File: config.mk
export PLATFORM = sky130hd
export DESIGN_NAME = setup_frame_gen
export DESIGN_NICKNAME = d
export VERILOG_FILES = /design/src/rtl/setup_frame_gen.sv
export SDC_FILE = /design/constraint.sdc
export NUM_CORES = 1
export LEC_CHECK = 0
export CAP_MARGIN = 20
export CORE_MARGIN = 4
export CORE_UTILIZATION = 40
export CTS_CLUSTER_SIZE = 28
export DETAILED_ROUTE_END_ITERATION = 12
export PLACE_DENSITY = 0.75
export SETUP_SLACK_MARGIN = 0.15
export SYNTH_ARGS = -nofsm -noshare
export SYNTH_HDL_FRONTEND = slang
export SYNTH_SLANG_ARGS = --single-unit
export TNS_END_PERCENT = 5
File: constraint.sdc
create_clock -name clk -period 2.45 [get_ports clk]
set_clock_uncertainty 0.15 [all_clocks]
set_input_delay 0.49 -clock clk [delete_from_list [all_inputs] [get_ports clk]]
set_output_delay 0.49 -clock clk [all_outputs]
set_load 0.005 [all_outputs]
File: src/rtl/setup_frame_gen.sv
module setup_frame_gen #(
  parameter int          FRAME_BYTES = 192,
  parameter logic [9:0]  CTRL_SETUP  = 10'h024
) (
  input  logic        clk,
  input  logic        rst_n,
  input  logic        start,
  input  logic [47:0] station_addr,
  output logic [7:0]  out_data,
  output logic        out_valid,
  input  logic        out_ready,
  output logic        out_last,
  output logic        busy,
  output logic [9:0]  desc_ctrl,
  output logic [10:0] desc_len
);
  localparam int IDX_W = $clog2(FRAME_BYTES);
  localparam logic [IDX_W-1:0] LAST_IDX = IDX_W'(FRAME_BYTES - 1);

  logic [IDX_W-1:0] idx;
  logic [47:0]      addr_q;
  logic             take;

  assign out_valid = busy;
  assign out_last  = busy && (idx == LAST_IDX);
  assign take      = out_valid && out_ready;
  assign desc_ctrl = CTRL_SETUP;
  assign desc_len  = 11'(FRAME_BYTES);

  always_ff @(posedge clk) begin
    if (!rst_n) begin
      busy   <= 1'b0;
      idx    <= '0;
      addr_q <= '0;
    end else if (!busy) begin
      if (start) begin
        busy   <= 1'b1;
        idx    <= '0;
        addr_q <= station_addr;
      end
    end else if (take) begin
      if (idx == LAST_IDX) busy <= 1'b0;
      else                 idx  <= idx + 1'b1;
    end
  end

  always_comb begin
    out_data = 8'hFF;
    case (idx)
      IDX_W'(0): out_data = addr_q[47:40];
      IDX_W'(1): out_data = addr_q[39:32];
      IDX_W'(4): out_data = addr_q[31:24];
      IDX_W'(5): out_data = addr_q[23:16];
      IDX_W'(8): out_data = addr_q[15:8];
      IDX_W'(9): out_data = addr_q[7:0];
      default:   out_data = 8'hFF;
    endcase
  end

  AST_LAST_NEEDS_VALID: assert property (@(posedge clk) disable iff (!rst_n)
    out_last |-> out_valid);
  AST_FIRST_BYTE: assert property (@(posedge clk) disable iff (!rst_n)
    $rose(busy) |-> out_data == $past(station_addr[47:40]));
  AST_STALL_HOLD: assert property (@(posedge clk) disable iff (!rst_n)
    out_valid && !out_ready |=> out_valid && $stable(out_data) && $stable(out_last));
  AST_BUSY_FROM_START: assert property (@(posedge clk) disable iff (!rst_n)
    $rose(busy) |-> $past(start));
  AST_END_DROPS_BUSY: assert property (@(posedge clk) disable iff (!rst_n)
    out_valid && out_ready && out_last |=> !busy);
  AST_NO_RESTART: assert property (@(posedge clk) disable iff (!rst_n)
    busy && start && !(out_ready && out_last) |=> busy);
endmodule

==> summary.txt <==
Critical path
  • Worst path required time: roughly 1.8 ns
  • Worst setup path class: flip-flop to primary output
  • CP endpoint kind: primary output
  • Critical Path Start Type: flip-flop
  • Critical Path AT: 1.92 ns
  • Crit path max fanout: 5

Status
  • Violated checks: setup timing
  • Outcome: complete, but fails checks

STA
  • Setup Viol. Count Final: 5
  • Hold_ws: between 0.3 and 0.4 ns
  • PnR worst setup slack: -0.107 ns
  • Max-slew headroom: 65.9%
  • Period utilisation layout: 104%
  • Min cycle time layout: 2.56 ns
  • Max Freq: about 400 MHz
  • Fin. Hold Viols: 0
  • RSZ-0062 raised after global routing: true
  • Slew at the pin with the worst max-slew slack: a little over 0.5 ns
  • Max Slew Vio Count: 0
  • Setup TNS Final: -0.374 ns

Floorplanning
  • Cell Rows: 31
  • Core area: 0.00725 mm²
  • Chip width: 94.6 µm
  • I/O pins: 84
  • Die height: 94.6 µm
  • Initial Util: 41.3%
  • Die area: 0.00894 mm²

Clocking
  • Clock-pin transition on the worst setup and hold timing paths: 0.07 ns
  • CTS tree: yes
  • Clock Latency Late Sink: ~0.34 ns
  • Clock buffer depth: 2
  • Clock root cell: clkbuf_8
  • CTS Sinks: between 50 and 60
  • CTS Buf Count: 9
  • H-tree levels: 3

Yosys
  • Netlist cell types: 50
  • Mapped Cells: 381
  • Post-synth ARST share: 0%
  • Post-synthesis sequential area ratio: a little under two fifths
  • Post-synth EDFFs: 0
  • Primary FF master, synth: dfxtp_1
  • Syn. warnings: 0
  • Mapped cell area: 0.00300 mm²
  • Seq cells post-synth: 57
  • Synthesized area per cell: 7.87 µm²

Worst hold path
  • Hold Crit Class: flip-flop to flip-flop

Placed design
  • Gpl congestion: ~0.95
  • Area after DPL: 0.00380 mm²
  • HPWL Detailed: 5.79 mm
  • DP Cell Count: 542
  • Pre-CTS WS: -0.194 ns
  • # port buffers: 62

Power
  • Cell leakage power: 1.64 nW
  • Pwr dens: between 500 and 600 mW/mm²
  • Worst VDD drop: 0.322 mV
  • Tot Pwr: around 2.3 mW

Layout
  • P&R area growth vs syn: 37.8%
  • Most common cell after layout, fill and taps aside: nand2_1
  • Fin util: 56.9%
  • Layout Nets: 512
  • Design area: 0.00413 mm²
  • Most frequent cells in the layout: nand2_1, clkdlybuf4s50_1, dfxtp_1
  • Inserted Diodes: 0
  • Non-Filler Instances: about 560
  • Share of cells above drive strength 1: between 15 and 20%

Detailed routing
  • DRC violations left: 0
  • Drt via density: approximately 5.1
  • Total number of vias: 2869
  • Drt total wl: 8.27 mm
  • Number of antenna-violating nets in the routed design: 0
  • 1st-iter DRT viols: 191
  • WL/cell: about 15 µm
  • DR pass1 iterations: 4

Global routing
  • Gr usage total: 19.0%
  • Overflow after GRT: 0
  • Initial antenna violation count: 0
  • Vias in the first global route: 2800
  • Largest net degree at the start of global routing: 59
  • First-pass GRT wire length: 13.2 mm

Run
  • Max-cap viol count: 0
-- cell usage after synthesis, types with 3 or more instances --
master,n,area (µm²)
nor4_1,3,18.8
nor2_1,6,22.5
nor2b_1,6,37.5
mux2i_1,3,30.0
and2_1,3,18.8
o21ai_0,7,35.0
a21boi_0,50,375
nand2b_1,3,18.8
inv_1,6,22.5
clkbuf_1,20,75.1
and3_1,5,31.3
a21oi_1,6,30.0
nand3_1,7,35.0
nand2_1,112,420
buf_2,4,20.0
a22oi_1,9,67.6
ha_1,3,37.5
dfxtp_1,57,1140
a22o_1,4,35.0
a31oi_1,3,18.8
a221oi_1,3,26.3
buf_4,23,173
a211oi_1,3,22.5
-- state kept, by name, summed over array words and instances, names as in the netlist --
name / flops
busy: 1
idx: 8
addr_q: 48
-- worst max-delay path: stages (launching register included) --
cell and delay [ns]:
dfxtp_2 0.35, inv_2 0.05, ha_4 0.17, a22o_1 0.22, a221oi_2 0.25, nor2_1 0.07
a221o_1 0.33, buf_2 0.13
-- cells by family after synthesis --
family                   after synthesis  synth area share, %
AND/OR/NAND/NOR                      157                 23.4
AO/OA/AOI/OAI                        101                 25.0
flip-flops                            57                 38.1
buffers and inverters                 56                 10.3
multiplexers                           5                 1.75
adder cells (fa/ha/maj)                3                 1.25
other                                  2                0.251
-- routing by layer --
layer / routed length, µm / track usage, % / part of all wire [%]
met4: 284 / 10.5 / 3.4
met2: 3940 / 31.1 / 48
met5: 0 / 0 / 0
met3: 531 / 4.46 / 6.4
met1: 3510 / 22.9 / 42
-- power by group --
part / leakage (nW) / internal, mW / switching (mW)
sequential: 0.470 / 0.976 / 0.0328
combinational: 1.07 / 0.190 / 0.166
clock: 0.0995 / 0.571 / 0.370
-- final cells by class --
type | count | area, µm²
fill | 674 | 3120
multi-input combinational | 287 | 1730
sequential | 57 | 1150
timing repair buffer | 95 | 886
clock buffer | 11 | 131
tap | 99 | 124
clock inverter | 5 | 80.1
inverter | 7 | 26.3
-- worst paths after layout --
check / start / to / slack (ns) / cells past startpoint
max: idx[0]$_SDFFE_PN0P_ / out_data[7] / -0.11 / 7
min: addr_q[7]$_SDFFE_PN0P_ / addr_q[7]$_SDFFE_PN0P_ / 0.32 / 2
max reg2reg: idx[1]$_SDFFE_PN0P_ / idx[1]$_SDFFE_PN0P_ / 0.32 / 8
min reg2reg: addr_q[7]$_SDFFE_PN0P_ / addr_q[7]$_SDFFE_PN0P_ / 0.32 / 2
-- repair_timing --
item / CTS / global route
setup buffers: 2 / 1
pin swaps: 12 / 4
endpoints found under the setup margin: 9 / 9
hold buffers: 0 / 0
resized for setup: 54 / 8
Note: power is estimated with default switching activity, not from simulation.
